File: src/rtl/ppll_seq_pkg.sv
// Package: shared widths, field layouts, register indices and operation types
// for the pixel PLL reprogramming sequencer.
package ppll_seq_pkg;

    localparam int DW       = 32;   // register data width
    localparam int AW       = 6;    // register index width
    localparam int REF_W    = 10;   // reference-divider field width
    localparam int FB_W     = 11;   // feedback-divider field width
    localparam int POST_LSB = 16;   // post-divider field position
    localparam int POST_W   = 3;    // post-divider field width
    localparam int SRC_W    = 2;    // clock-source select width

    localparam int BIT_RESET = 0;
    localparam int BIT_SLEEP = 1;
    localparam int BIT_AUPD  = 16;
    localparam int BIT_VAUPD = 17;
    localparam int BIT_UPD   = 15;  // update request (write) / busy (read)

    localparam logic [SRC_W-1:0] SRC_CPU = 2'd1;
    localparam logic [SRC_W-1:0] SRC_PLL = 2'd0;

    localparam logic [DW-1:0] M_SRC  = {{(DW-SRC_W){1'b0}}, {SRC_W{1'b1}}};
    localparam logic [DW-1:0] M_REF  = {{(DW-REF_W){1'b0}}, {REF_W{1'b1}}};
    localparam logic [DW-1:0] M_FB   = {{(DW-FB_W){1'b0}}, {FB_W{1'b1}}};
    localparam logic [DW-1:0] M_POST = {{(DW-POST_W){1'b0}}, {POST_W{1'b1}}} << POST_LSB;
    localparam logic [DW-1:0] M_UPD  = DW'(1) << BIT_UPD;
    localparam logic [DW-1:0] M_HOLD = (DW'(1) << BIT_RESET) | (DW'(1) << BIT_AUPD)
                                     | (DW'(1) << BIT_VAUPD);
    localparam logic [DW-1:0] M_RUN  = M_HOLD | (DW'(1) << BIT_SLEEP);

    typedef enum logic [1:0] {OP_RMW, OP_WRITE, OP_POLL, OP_WAIT} op_kind_e;
    typedef enum logic [2:0] {RS_SRC, RS_CTRL, RS_REF, RS_DIV, RS_HTOT} reg_sel_e;

    typedef struct packed {
        op_kind_e          kind;
        logic [AW-1:0]     addr;
        logic [DW-1:0]     mask;   // bits replaced by a read-modify-write
        logic [DW-1:0]     val;
    } reg_op_t;

    localparam int STEP_W = 4;
    typedef logic [STEP_W-1:0] step_t;
    localparam step_t STEP_LAST = 4'd11;

    // Register index for a channel and a register role.
    function automatic logic [AW-1:0] reg_index(input logic chan, input reg_sel_e sel);
        logic [AW-1:0] idx;
        case (sel)
            RS_SRC:  idx = chan ? 6'h2D : 6'h0D;
            RS_CTRL: idx = chan ? 6'h2A : 6'h02;
            RS_REF:  idx = chan ? 6'h2B : 6'h03;
            RS_DIV:  idx = chan ? 6'h2C : 6'h07;
            default: idx = chan ? 6'h2E : 6'h09;
        endcase
        return idx;
    endfunction

endpackage

File: src/rtl/ppll_step_decode.sv
// Module: ppll_step_decode
// Turns a step number into one register operation (kind, index, field mask,
// value) for the latched channel and divider words. Pure combinational.
// Assumes step numbers above STEP_LAST never occur.
module ppll_step_decode
    import ppll_seq_pkg::*;
(
    input  step_t             step_i,
    input  logic              chan_i,
    input  logic [REF_W-1:0]  ref_div_i,
    input  logic [DW-1:0]     div_word_i,
    output reg_op_t           op_o
);

    // Decode the step table.
    always_comb begin
        op_o = '{kind: OP_WAIT, addr: '0, mask: '0, val: '0};
        case (step_i)
            4'd0:  op_o = '{OP_RMW,  reg_index(chan_i, RS_SRC),  M_SRC,  DW'(SRC_CPU)};
            4'd1:  op_o = '{OP_RMW,  reg_index(chan_i, RS_CTRL), M_HOLD, M_HOLD};
            4'd2:  op_o = '{OP_RMW,  reg_index(chan_i, RS_REF),  M_REF,  DW'(ref_div_i)};
            4'd3:  op_o = '{OP_RMW,  reg_index(chan_i, RS_DIV),  M_FB,   div_word_i & M_FB};
            4'd4:  op_o = '{OP_RMW,  reg_index(chan_i, RS_DIV),  M_POST, div_word_i & M_POST};
            4'd5:  op_o = '{OP_POLL, reg_index(chan_i, RS_REF),  '0,     '0};
            4'd6:  op_o = '{OP_RMW,  reg_index(chan_i, RS_REF),  M_UPD,  M_UPD};
            4'd7:  op_o = '{OP_POLL, reg_index(chan_i, RS_REF),  '0,     '0};
            4'd8:  op_o = '{OP_WRITE, reg_index(chan_i, RS_HTOT), '1,    '0};
            4'd9:  op_o = '{OP_RMW,  reg_index(chan_i, RS_CTRL), M_RUN,  '0};
            4'd10: op_o = '{OP_WAIT, '0,                         '0,     '0};
            4'd11: op_o = '{OP_RMW,  reg_index(chan_i, RS_SRC),  M_SRC,  DW'(SRC_PLL)};
            default: op_o = '{OP_WAIT, '0, '0, '0};
        endcase
    end

endmodule

File: src/rtl/ppll_reg_port.sv
// Module: ppll_reg_port
// Runs one register operation on the request/acknowledge port.
// - A plain write is a single write.
// - A poll is a single read.
// - A read-modify-write reads the register, merges the masked value and writes it back.
// Assumes go_i is raised only while idle. The port holds its request until
// the acknowledge arrives.
module ppll_reg_port
    import ppll_seq_pkg::*;
(
    input  logic            clk,
    input  logic            rst_n,
    input  logic            go_i,
    input  reg_op_t         op_i,
    output logic            req_o,
    output logic            wr_o,
    output logic [AW-1:0]   addr_o,
    output logic [DW-1:0]   wdata_o,
    input  logic [DW-1:0]   rdata_i,
    input  logic            ack_i,
    output logic            fin_o
);

    typedef enum logic [1:0] {P_IDLE, P_RD, P_WR} port_state_e;
    port_state_e state_q;
    reg_op_t     op_q;
    logic [DW-1:0] wdata_q;

    // Access phase sequencing and write-data merge.
    always_ff @(posedge clk) begin
        if (!rst_n) begin
            state_q <= P_IDLE;
            op_q    <= '{OP_WAIT, '0, '0, '0};
            wdata_q <= '0;
        end else begin
            case (state_q)
                P_IDLE: if (go_i) begin
                    op_q <= op_i;
                    if (op_i.kind == OP_WRITE) begin
                        wdata_q <= op_i.val;
                        state_q <= P_WR;
                    end else begin
                        state_q <= P_RD;
                    end
                end
                P_RD: if (ack_i) begin
                    if (op_q.kind == OP_RMW) begin
                        wdata_q <= (rdata_i & ~op_q.mask) | (op_q.val & op_q.mask);
                        state_q <= P_WR;
                    end else begin
                        state_q <= P_IDLE;
                    end
                end
                P_WR: if (ack_i) state_q <= P_IDLE;
                default: state_q <= P_IDLE;
            endcase
        end
    end

    // Port outputs and completion strobe.
    always_comb begin
        req_o   = (state_q != P_IDLE);
        wr_o    = (state_q == P_WR);
        addr_o  = op_q.addr;
        wdata_o = wdata_q;
        fin_o   = ack_i && ((state_q == P_WR) ||
                            (state_q == P_RD && op_q.kind != OP_RMW));
    end

endmodule

File: src/rtl/ppll_tick_counter.sv
// Module: ppll_tick_counter
// A plain up-counter with synchronous clear. Clear wins over increment.
// Used to count poll attempts and settle cycles.
// Assumes the owner stops incrementing before the count wraps.
module ppll_tick_counter #(
    parameter int W = 8
) (
    input  logic         clk,
    input  logic         rst_n,
    input  logic         clr_i,
    input  logic         inc_i,
    output logic [W-1:0] cnt_o
);

    // Count register.
    always_ff @(posedge clk) begin
        if (!rst_n)     cnt_o <= '0;
        else if (clr_i) cnt_o <= '0;
        else if (inc_i) cnt_o <= cnt_o + W'(1);
    end

endmodule

File: src/rtl/ppll_reprog_seq.sv
// Module: ppll_reprog_seq (top)
// Steps through the twelve-entry PLL reprogramming list for the selected
// channel. It bounds both update polls, times the settle wait and reports
// completion and timeout.
// Assumes POLL_LIMIT >= 1 and SETTLE_CYCLES >= 1. The register bridge must
// eventually acknowledge every request.
module ppll_reprog_seq
    import ppll_seq_pkg::*;
#(
    parameter int POLL_LIMIT    = 10000,
    parameter int SETTLE_CYCLES = 500000
) (
    input  logic              clk,
    input  logic              rst_n,
    input  logic              start_i,
    input  logic              chan_i,
    input  logic [REF_W-1:0]  ref_div_i,
    input  logic [DW-1:0]     div_word_i,
    output logic              reg_req_o,
    output logic              reg_wr_o,
    output logic [AW-1:0]     reg_addr_o,
    output logic [DW-1:0]     reg_wdata_o,
    input  logic [DW-1:0]     reg_rdata_i,
    input  logic              reg_ack_i,
    output logic              busy_o,
    output logic              done_o,
    output logic              timeout_o
);

    localparam int PCNT_W = $clog2(POLL_LIMIT + 1);
    localparam int SCNT_W = $clog2(SETTLE_CYCLES + 1);

    typedef enum logic [2:0] {T_IDLE, T_LAUNCH, T_XFER, T_SETTLE, T_DONE} seq_state_e;

    seq_state_e          state_q;
    step_t               step_q;
    logic                chan_q;
    logic [REF_W-1:0]    ref_q;
    logic [DW-1:0]       div_q;
    logic                timeout_q;

    reg_op_t             cur_op;
    logic                go, fin;
    logic [PCNT_W-1:0]   poll_cnt;
    logic [SCNT_W-1:0]   settle_cnt;
    logic                is_poll, poll_busy, last_try, settle_end;
    logic                advance, retry, give_up, accept;

    ppll_step_decode u_dec (
        .step_i     (step_q),
        .chan_i     (chan_q),
        .ref_div_i  (ref_q),
        .div_word_i (div_q),
        .op_o       (cur_op)
    );

    ppll_reg_port u_port (
        .clk     (clk),
        .rst_n   (rst_n),
        .go_i    (go),
        .op_i    (cur_op),
        .req_o   (reg_req_o),
        .wr_o    (reg_wr_o),
        .addr_o  (reg_addr_o),
        .wdata_o (reg_wdata_o),
        .rdata_i (reg_rdata_i),
        .ack_i   (reg_ack_i),
        .fin_o   (fin)
    );

    ppll_tick_counter #(.W(PCNT_W)) u_poll_cnt (
        .clk   (clk),
        .rst_n (rst_n),
        .clr_i (advance || accept),
        .inc_i (retry),
        .cnt_o (poll_cnt)
    );

    ppll_tick_counter #(.W(SCNT_W)) u_settle_cnt (
        .clk   (clk),
        .rst_n (rst_n),
        .clr_i (state_q == T_LAUNCH && cur_op.kind == OP_WAIT),
        .inc_i (state_q == T_SETTLE),
        .cnt_o (settle_cnt)
    );

    // Step-completion decisions for polls, transfers and the settle wait.
    always_comb begin
        accept     = (state_q == T_IDLE) && start_i;
        go         = (state_q == T_LAUNCH) && (cur_op.kind != OP_WAIT);
        is_poll    = (cur_op.kind == OP_POLL);
        poll_busy  = reg_rdata_i[BIT_UPD];
        last_try   = (poll_cnt == PCNT_W'(POLL_LIMIT - 1));
        settle_end = (settle_cnt == SCNT_W'(SETTLE_CYCLES - 1));
        retry      = (state_q == T_XFER) && fin && is_poll && poll_busy && !last_try;
        give_up    = (state_q == T_XFER) && fin && is_poll && poll_busy && last_try;
        advance    = ((state_q == T_XFER) && fin && !retry) ||
                     ((state_q == T_SETTLE) && settle_end);
    end

    // Main sequencer: latch a request, walk the steps, finish with a pulse.
    always_ff @(posedge clk) begin
        if (!rst_n) begin
            state_q   <= T_IDLE;
            step_q    <= '0;
            chan_q    <= 1'b0;
            ref_q     <= '0;
            div_q     <= '0;
            timeout_q <= 1'b0;
        end else begin
            case (state_q)
                T_IDLE: if (start_i) begin
                    chan_q    <= chan_i;
                    ref_q     <= ref_div_i;
                    div_q     <= div_word_i;
                    step_q    <= '0;
                    timeout_q <= 1'b0;
                    state_q   <= T_LAUNCH;
                end
                T_LAUNCH: state_q <= (cur_op.kind == OP_WAIT) ? T_SETTLE : T_XFER;
                T_XFER, T_SETTLE: begin
                    if (give_up) timeout_q <= 1'b1;
                    if (retry) begin
                        state_q <= T_LAUNCH;
                    end else if (advance) begin
                        if (step_q == STEP_LAST) begin
                            state_q <= T_DONE;
                        end else begin
                            step_q  <= step_q + STEP_W'(1);
                            state_q <= T_LAUNCH;
                        end
                    end
                end
                T_DONE:  state_q <= T_IDLE;
                default: state_q <= T_IDLE;
            endcase
        end
    end

    // Status outputs.
    always_comb begin
        busy_o    = (state_q != T_IDLE) && (state_q != T_DONE);
        done_o    = (state_q == T_DONE);
        timeout_o = timeout_q;
    end

endmodule

File: config.mk
export PLATFORM = sky130hd
export DESIGN_NAME = ppll_reprog_seq
export DESIGN_NICKNAME = d
export VERILOG_FILES = /design/src/rtl/ppll_seq_pkg.sv /design/src/rtl/ppll_step_decode.sv /design/src/rtl/ppll_reg_port.sv /design/src/rtl/ppll_tick_counter.sv /design/src/rtl/ppll_reprog_seq.sv
export SDC_FILE = /design/constraint.sdc
export NUM_CORES = 1
export LEC_CHECK = 0
export ABC_AREA = 1
export BUFFER_PORTS_ARGS = -buffer_cell sky130_fd_sc_hd__buf_4
export CORE_MARGIN = 8
export CORE_UTILIZATION = 55
export DETAILED_ROUTE_END_ITERATION = 10
export MAX_ROUTING_LAYER = met4
export PLACE_DENSITY_LB_ADDON = 0.25
export REMOVE_ABC_BUFFERS = 1
export SYNTH_ARGS = -nofsm -noshare
export SYNTH_HDL_FRONTEND = slang
export SYNTH_SLANG_ARGS = --single-unit
File: constraint.sdc
create_clock -name clk -period 3.4 [get_ports clk]
set_input_delay 0.68 -clock clk [delete_from_list [all_inputs] [get_ports clk]]
set_output_delay 0.68 -clock clk [all_outputs]
set_load 0.005 [all_outputs]
-- Yosys cells after proc, flatten, opt, wreduce, memory -nomap -nowiden
Cells that the tools add are included.
- input bits: 79
- bits in registers: 177
- logic and storage cells: 125
- output and inout bits: 43
- bitwise operators: 5
- eq/ne operators: 34
- $add $sub $neg: 3
- mux-type cells: 31
- reduce and logical (&&, ||, !) cells: 38
- operators with widths (cell ; count):
    72-bit one-hot mux with 10 select lines ; 1
    32-bit 2-to-1 mux ; 4
    32-bit AND ; 2
    32-bit one-hot mux with 2 select lines ; 1
    32-bit NOT ; 1
    32-bit bitwise OR ; 1
    6-bit 2-to-1 mux ; 5
    19-bit by 1-bit adder with 19-bit output (second input constant) ; 1
    19-bit equality test (second input constant) ; 1
    4-bit by 3-bit equality test with 1-bit output (second input constant) ; 4
    4-bit 2-to-1 mux ; 4
    2-bit inequality test (second input constant) ; 8
    14-bit by 1-bit adder with 14-bit output (second input constant) ; 1
    14-bit equality test (second input constant) ; 1
    1-bit logical AND ; 13
    4-bit equality test (second input constant) ; 3
    3-bit 2-to-1 mux ; 4
    2-bit 2-to-1 mux ; 5
    5-bit AND reduction ; 2
    3-bit one-hot mux with 3 select lines ; 1
    4-bit by 2-bit equality test with 1-bit output (second input constant) ; 2
    4-bit one-hot mux with 2 select lines ; 1
    2-bit nonzero test ; 4
    2-bit OR reduction ; 4
    other kinds (21) ; 37

-- Longest topological paths before layout
Gate-level depths: netlist of run 1.
- depth after elaboration: 14
- gate-level depth with buffers: 15
- gate-level depth less buffers: 15

-- Cells and area by module
A second synthesis of run 1 with hierarchy kept.
- cell total of the unflattened synthesis: 1450
- area, all modules: 9557.9 um^2
- by module, submodules not included (module ; area each (um^2) ; instances ; cells each ; sequential area each (um^2)):
    ppll_reg_port ; 4765.8 ; 1 ; 719 ; 2122.0
    ppll_reprog_seq ; 2278.4 ; 1 ; 321 ; 1021.0
    ppll_tick_counter (u_settle_cnt) ; 999.7 ; 1 ; 158 ; 380.4
    ppll_step_decode ; 793.3 ; 1 ; 148 ; 0.0
    ppll_tick_counter (u_poll_cnt) ; 720.7 ; 1 ; 104 ; 280.3

-- Worst setup path after synthesis of run 1
OpenSTA, ideal clock, no wires.
- path type: register to register
- start: register step_q[0]
- end: register u_port.state_q[1]
- arrival time: 1.684 ns
- data required time: 3.272 ns
- setup slack: 1.588 ns
- path buffers: 1
- period minus slack after synthesis: 1.812 ns
- setup time: 0.128 ns
- cell stages (with the launch flop): 14
- path through: dfxtp_1 > inv_1 > ha_1 > nand2_1 > nand2_2 > nor2_4 > nand2_4 > nand2_1 > nand2_1 > nand2_2 > inv_4 > buf_4 > nor2_1 > nor2_1
- word-level cells in the longest chain between the ends: 7
- elaborated cells between the ends (all ways): 21
- those cells by class: eq/ne (13); mux (4); reduce/logical (4)
- RTL lines (element ; RTL line ; text):
    from (decl) ; ppll_reprog_seq.sv:36 ; step_t step_q;
    from (signal assigned) ; ppll_reprog_seq.sv:129 ; step_q <= step_q + STEP_W'(1);
    4-bit by 3-bit equality test with 1-bit output ; ppll_step_decode.sv:18 ; case (step_i)
    2-bit OR reduction (no source line) ; -- ;
    72-bit one-hot mux with 10 select lines (*) ; ppll_step_decode.sv:18 ;
    2-bit by 1-bit equality test with 1-bit output / 2-bit inequality test (equally long branches) ; ppll_reg_port.sv:39, ppll_reprog_seq.sv:90 ;
    2-bit 2-to-1 mux / 1-bit logical AND (equally long branches) ; ppll_reg_port.sv:39, ppll_reprog_seq.sv:90 ;
    2-bit 2-to-1 mux / 2-bit inequality test (equally long branches) ; -- ;
    2-bit one-hot mux with 3 select lines / 3-bit AND reduction (equally long branches) ; -- ;
    to (signal assigned) ; ppll_reg_port.sv:41 ; state_q <= P_WR;
    to (signal assigned) ; ppll_reg_port.sv:43 ; state_q <= P_RD;
    to (signal assigned) ; ppll_reg_port.sv:49 ; state_q <= P_WR;
    to (decl) ; ppll_reg_port.sv:25 ; port_state_e state_q;
Every way passes the cells marked *; elsewhere a longest branch is shown, timed or not. The select of a mux whose other input is x is not followed.
A chain may end at the register's enable or synchronous reset.

-- Worst setup path in the final report of run 1
- start: register step_q[0]
- end: register u_settle_cnt.cnt_o[8]
- word-level cells in the longest chain between the ends: 6
- elaborated cells between the ends (all ways): 16
- those cells by class: eq/ne (11); mux (1); reduce/logical (4)
- RTL lines (element ; RTL line ; text):
    4-bit by 3-bit equality test with 1-bit output ; ppll_step_decode.sv:18 ;
    2-bit OR reduction (no source line) ; -- ;
    72-bit one-hot mux with 10 select lines (*) ; ppll_step_decode.sv:18 ;
    2-bit equality test (*) ; ppll_reprog_seq.sv:82 ; .clr_i (state_q == T_LAUNCH && cur_op.kind == OP_WAIT),
    1-bit logical AND (*) ; ppll_reprog_seq.sv:82 ;
    2-bit OR reduction (no source line) (*) ; -- ;
    to (signal assigned) ; ppll_tick_counter.sv:19 ; else if (inc_i) cnt_o <= cnt_o + W'(1);
    to (decl) ; ppll_tick_counter.sv:12 ; output logic [W-1:0] cnt_o
Every way passes the cells marked *; elsewhere a longest branch is shown, timed or not.

==> results.tsv, run 1 <==
metric	value	unit
status	finished clean	
final core utilization	69.18	%
Iteration-0 DRC Markers	497	
synth warn	0	
Synth cell types	42	
worst path cell trace	inv_1, ha_1, nand2_1, nand2_1, nor2_4, nand3_1, nand2_1, o21bai_1, a21oi_1	
Net Sw Power	2.013	mW
max-slew violation count	0	
Post-CTS Setup Repair Bufs	0	
async set-reset flop share out of synthesis	0	%
Final Hold Viols	0	
Cell Int Power	3.679	mW
largest net degree at the start of global routing	62	
wire per inst	13.48	µm
final instance area	7565	µm²
Top FF cell, synth	dfxtp_1	
part of the cycle the worst path needs	73.52	%
Lkg Pwr	3.184	nW
Worst-Margin Slew	0.7855	ns
Rel. slew slack	47.31	%
critical path fanouts, max	19	
cts bufs inserted	17	
initial antenna violation count	0	
hold-fix buffer count after cts	0	
drt total wl	15.27	mm
Post-synth EDFFs	0	
full die area	14900	µm²
WHS	0.4550	ns
grt met3 use	4.304	%
input/output buffers	102	
synthesized area per cell	6.900	µm²
DRT Pass-1 Iters	5	
Post-Syn Area	6190	µm²
Post-Route Setup TNS	0	ns
post-cts gate resize count	0	
Syn Inst Count	897	
core outline area	10940	µm²
CTS tree	built	
Reg clk slew, reported paths	0.06	ns
Max Root-Sink Buffers	2	
DP Cell Count	1101	
Chip Height	122.1	µm
gr usage total	21.25	%
Antenna Diode Count	0	
HPWL after detailed placement	10.04	mm
register share of total power	35.6	%
I/O pins	122	
GR Layer Usage met1	24.46	%
endpoints failing setup	0	
GRT overflow	0	
clock power share	33.5	%
crit path kind	reg2reg	
Hold Crit Class	reg2reg	
GRT busiest layer	met2	
post-synthesis sequential area ratio	42.05	%
CP dominant cell by count	nand2_1	
Critical Path RT	3.71	ns
drt via density	5.237	
Die W	122.1	µm
Initial Utilization	56.60	%
Max Clk Rate	400.0	MHz
placed cell area	6947	µm²
worst-path cell with the longest stage delay	nand2_1	
final setup skew	0.009986	ns
CP endpoint kind	flop	
Non-Filler Instances	1133	
Max-Cap Viols	0	
vias in the first global route	5497	
combinational fraction of design power	30.9	%
global-route wire length before repair	25.23	mm
worst skew pair latency	0.42	ns
number of synthesized register bits	130	
GPL Wtd Cong	0.8637	
PwrDens	752.4	nW/µm²
Root Driver	clkbuf_16	
RSZ-0062 raised after global routing	no	
area grow syn2layout	22.22	%
drt drc	0	
Routed Antenna Nets	0	
worst vdd ir	0.0005189	V
Worst path max stage delay	0.51	ns
kind of start point of the critical path	flop	
switch share	35.36	%
CTS H-Tree Depth	4	
clock tree sinks	130	
Fill cells	965	
Arr. time, crit path	2.81	ns
final net count	1065	
met2 usage	35.60	%
vias post-DR	5934	
Rows	38	
share of layout cells above drive strength 1	17.32	%
Min Clock Period, post-route	2.500	ns
layout make-up:
cell class                 count  area [µm²]  share of cell area (%)
sequential                   130        2603                   34.40
timing repair buffer         109       818.3                   10.82
clock inverter                13       175.2                   2.316
inverter                      97       366.6                   4.846
clock buffer                  19       442.9                   5.855
tap                          140       175.2                   2.316
multi-input combinational    625        2984                   39.45
path summary, 6_finish.rpt:
kind / startpoint / end / slack, ns / depth (start not counted)
hold / removal: ref_q[7]$_SDFFE_PN0P_ / ref_q[7]$_SDFFE_PN0P_ / 0.46 / 2
setup / recovery: step_q[0]$_SDFFE_PN0P_ / u_settle_cnt.cnt_o[8]$_SDFFE_PP0P_ / 0.90 / 9
hold reg to reg: ref_q[7]$_SDFFE_PN0P_ / ref_q[7]$_SDFFE_PN0P_ / 0.46 / 2
setup reg to reg: step_q[0]$_SDFFE_PN0P_ / u_settle_cnt.cnt_o[8]$_SDFFE_PP0P_ / 0.90 / 9
layer usage:
layer	vias to the layer above	wire length, µm
met3	25	1001
met5	-	0
li1	3069	-
met1	2691	6658
met4	0	199
met2	149	7415
power groups by stage:
stage	registers (mW)	clock network, mW	logic, mW
finish	2.03	1.90	1.76
detailed placement	2.05	0	1.74
floorplan	2.03	0	1.12
CTS	2.03	1.92	1.76
global route	2.07	1.99	1.97
global placement	2.04	0	1.72
metrics by stage:
step	total power [mW]	worst slack, ns
final	5.692	0.9002
after global routing	6.030	0.6257
after detailed placement	3.796	0.9220
after CTS	5.707	0.9139
after global placement	3.759	0.9510
after floorplan	3.151	1.203
sequential cells by signal (all words and copies together) (netlist names):
register / cells
step_q: 4
u_settle_cnt.cnt_o: 19
u_port.wdata_o: 32
u_port.state_q: 2
u_port.addr_o: 5
state_q: 3
div_q: 14
ref_q: 10
u_port.op_q: 25
timeout_o: 1
u_poll_cnt.cnt_o: 14
chan_q: 1
Yosys cell counts (4+ instances only):
cell,number,area [µm²]
a21oi_1,90,450.4
buf_2,6,30.03
buf_4,14,105.1
clkbuf_1,21,78.83
dfxtp_1,130,2603
ha_1,6,75.07
inv_1,85,319.1
inv_2,9,33.78
nand2_1,166,623.1
nand2_2,6,37.54
nand3_1,30,150.1
nand4_1,12,75.07
nor2_1,145,544.3
nor2_2,5,31.28
nor2_4,4,45.04
nor3_1,11,55.05
o21ai_0,52,260.3
o21ai_1,47,235.2
o22ai_1,11,68.82
xnor2_1,9,78.83
xor2_1,5,43.79
kinds of logic (layout without fill, tap and decap cells):
group	after synthesis	after routing	synth area share, %
XOR/XNOR	14	14	1.981
other	1	1	0.06058
adder cells (fa/ha/maj)	6	6	1.213
AND/OR/NAND/NOR	392	392	27.03
buffers and inverters	142	238	9.743
AO/OA/AOI/OAI	212	212	17.93
flip-flops	130	130	42.05
cell usage in the layout, fill, tap and decap left out, types with 2 or more instances in the layout:
master      instances
a21oi_1            90
xor2_1              5
nor2_2              5
clkinv_1            2
clkbuf_16          17
clkinvlp_4          2
o21ai_1            47
nor2_4              4
inv_1              85
o211a_1             2
a211oi_1            2
ha_1                6
nor3_2              2
bufinv_16           3
o21ai_0            52
inv_6               5
nand2_1           166
nand2_2             6
nand2_4             2
o22ai_1            11
o211ai_1            2
nand3_1            30
nand3_2             2
inv_2               9
buf_4             109
clkinv_4            3
nand4_1            12
dfxtp_1           130
o21bai_1            2
nor3b_1             3
nor2_1            145
xnor2_1             9
nor3_1             11
worst max-delay path: cells and delay by family, from the launching register on:
family / cells / cell delay, ns
DFF: 1 / 0.39
and+or+nand+nor: 5 / 1.40
adders and majority gates: 1 / 0.23
buffers and inverters: 1 / 0.11
AOI/OAI and AO/OA: 2 / 0.25
No activity file was read; power rests on OpenSTA's default activity.
==> inputs of run 2 (changes only) <==
--- a/config.mk
+++ b/config.mk
@@ -8,7 +8,7 @@
 export ABC_AREA = 1
 export BUFFER_PORTS_ARGS = -buffer_cell sky130_fd_sc_hd__buf_4
 export CORE_MARGIN = 8
-export CORE_UTILIZATION = 55
+export CORE_UTILIZATION = 50
 export DETAILED_ROUTE_END_ITERATION = 10
 export MAX_ROUTING_LAYER = met4
 export PLACE_DENSITY_LB_ADDON = 0.25
==> constraint.sdc (replaced) <==
create_clock -name clk -period 2.02 [get_ports clk]
set_input_delay 0.404 -clock clk [delete_from_list [all_inputs] [get_ports clk]]
set_output_delay 0.404 -clock clk [all_outputs]
set_load 0.005 [all_outputs]
==> run 2 against run 1 <==
Against the previous run: largest cell class unchanged; non-clock buffer count grew 23; largest power group unchanged; highest routed layer unchanged; fmax grew 33%; design area grew 4.1%; register-to-register slack lost 0.76 ns; sequential power grew 69%.
==> results.tsv, run 2 (synthesized netlist as in run 1, its figures left out) <==
metric	value	unit	change
status	finished clean		
Arr. time, crit path	2.23	ns	-0.58 ns
grt met3 use	5.657	%	+1.4 points
input/output buffers	102		unchanged
final net count	1088		+2.2%
I/O pins	122		unchanged
drt total wl	15.62	mm	+2.2%
max-slew violation count	0		unchanged
placed cell area	7182	µm²	+3.4%
GPL Wtd Cong	0.8541		-1.1%
Hold Crit Class	in2reg		
final setup skew	0.006665	ns	-0.003321 ns
share of layout cells above drive strength 1	20.39	%	+3.1 points
Initial Utilization	51.32	%	-5.3 points
DP Cell Count	1149		+4.4%
most frequent cells in the layout	165 x nand2_1, 142 x nor2_1, 128 x dfxtp_1, 127 x buf_4, 90 x a21oi_1		
Final Hold Viols	0		unchanged
CTS H-Tree Depth	4		unchanged
area grow syn2layout	27.27	%	
worst vdd ir	0.0007157	V	+38%
PwrDens	1237	nW/µm²	+64%
Max Root-Sink Buffers	2		unchanged
vias post-DR	5963		+0.49%
cts bufs inserted	17		unchanged
full die area	16200	µm²	+8.7%
crit path kind	reg2reg		
worst path cell trace	inv_2, ha_2, inv_1, nand2_1, nand2_2, nand2_1, nor2_4, nand2_4, nand2_1, nand2_1, nand2_4, buf_12, nand2_1, a21oi_1		
Max-Cap Viols	0		unchanged
initial antenna violation count	0		unchanged
Reg clk slew, reported paths	0.05	ns	about the same
Iteration-0 DRC Markers	310		-38%
DRT Pass-1 Iters	5		unchanged
Post-Route Setup TNS	0	ns	unchanged
core outline area	12060	µm²	+10%
max FFs per register	32		unchanged
most common cell after layout, fill and taps aside	nand2_1		
global-route wire length before repair	26.10	mm	+3.4%
largest net degree at the start of global routing	45		-27%
GRT overflow	0		unchanged
Root Driver	clkbuf_16		
HPWL after detailed placement	10.69	mm	+6.4%
Routed Antenna Nets	0		unchanged
Antenna Diode Count	0		unchanged
Die W	127.3	µm	+4.2%
gr usage total	20.01	%	-1.2 points
Critical Path RT	2.37	ns	-1.34 ns
GRT busiest layer	met2		
vias in the first global route	5755		+4.7%
CP dominant cell by count	nand2_1		
part of the cycle the worst path needs	93.20	%	+20 points
kind of start point of the critical path	flop		
Chip Height	127.3	µm	+4.2%
GR Layer Usage met1	22.75	%	-1.7 points
drt via density	5.041		-3.8%
clock tree sinks	130		unchanged
CTS tree	built		
worst skew pair latency	0.42	ns	about the same
worst-path cell with the longest stage delay	dfxtp_2		
endpoints failing setup	0		unchanged
Min Clock Period, post-route	1.883	ns	-0.6172 ns
Non-Filler Instances	1183		+4.4%
Lkg Pwr	3.341	nW	+4.9%
met2 usage	33.41	%	-2.2 points
Worst path max stage delay	0.36	ns	-0.15 ns
Max Clk Rate	531.2	MHz	+33%
RSZ-0062 raised after global routing	yes		
Rows	40		+5.3%
drt drc	0		unchanged
critical path fanouts, max	21		+2
CP endpoint kind	flop		
final instance area	7878	µm²	+4.1%
wire per inst	13.20	µm	-2.1%
hold-fix buffer count after cts	0		unchanged
[run 2: final timing paths]
path	startpoint	cells after the start	slack [ns]	end
setup / recovery	step_q[1]$_SDFFE_PN0P_	14	0.14	u_port.wdata_o[9]$_SDFFE_PN0P_
setup reg to reg	step_q[1]$_SDFFE_PN0P_	14	0.14	u_port.wdata_o[9]$_SDFFE_PN0P_
hold / removal	ref_div_i[0]	3	0.22	ref_q[0]$_SDFFE_PN0P_
hold reg to reg	div_q[17]$_SDFFE_PN0P_	2	0.45	div_q[17]$_SDFFE_PN0P_
[run 2: routing by layer]
metal  share of wire (%)  vias up
met4                 1.2        0
li1                    -     3108
met1                  46     2703
met3                 5.7       13
met2                  47      139
met5                   0        -
[run 2: what timing repair did]
action / 4_1_cts / 5_1_grt
endpoints found under the setup margin: 38 / 91
gates cloned: 0 / 0
setup buffers: 0 / 3
gates resized for setup: 5 / 18
pin swaps: 0 / 0
[run 2: where the power goes]
| group | switching, mW | internal [mW] |
|---|---|---|
| clock | 1.09 | 2.03 |
| sequential | 0.318 | 3.11 |
| combinational | 1.92 | 1.28 |
[run 2: metrics by stage]
step	power, mW	hold WS [ns]	utilization (%)	setup WS (ns)
6_report	9.748	0.2243	65.31	0.1374
5_1_grt	10.41	0.2251	65.31	-0.05078
4_1_cts	9.771	0.2154	64.69	0.01728
3_5_place_dp	6.596	0.4417	59.54	-0.05428
3_3_place_gp	6.537	0.4368	59.54	-0.03300
2_1_floorplan	5.303	0.4239	-	-0.1773
[run 2: area by class of cell]
cell class              count  area [µm²]
flip-flops and latches    130        2608
clock buffers              22       474.2
multi-input cells         625        3034
clock inverters             9       130.1
inverters                  97       376.6
fillers                  1110        4184
repair buffers            132        1045
well taps                 168       210.2
[run 2: worst max-delay path, delay by kind of cell, from the launching register on]
family | cells | cell delay, ns
compound gates | 1 | 0.13
fa+ha+maj | 1 | 0.19
buf+inv | 3 | 0.30
flops | 1 | 0.36
simple gates | 9 | 0.84
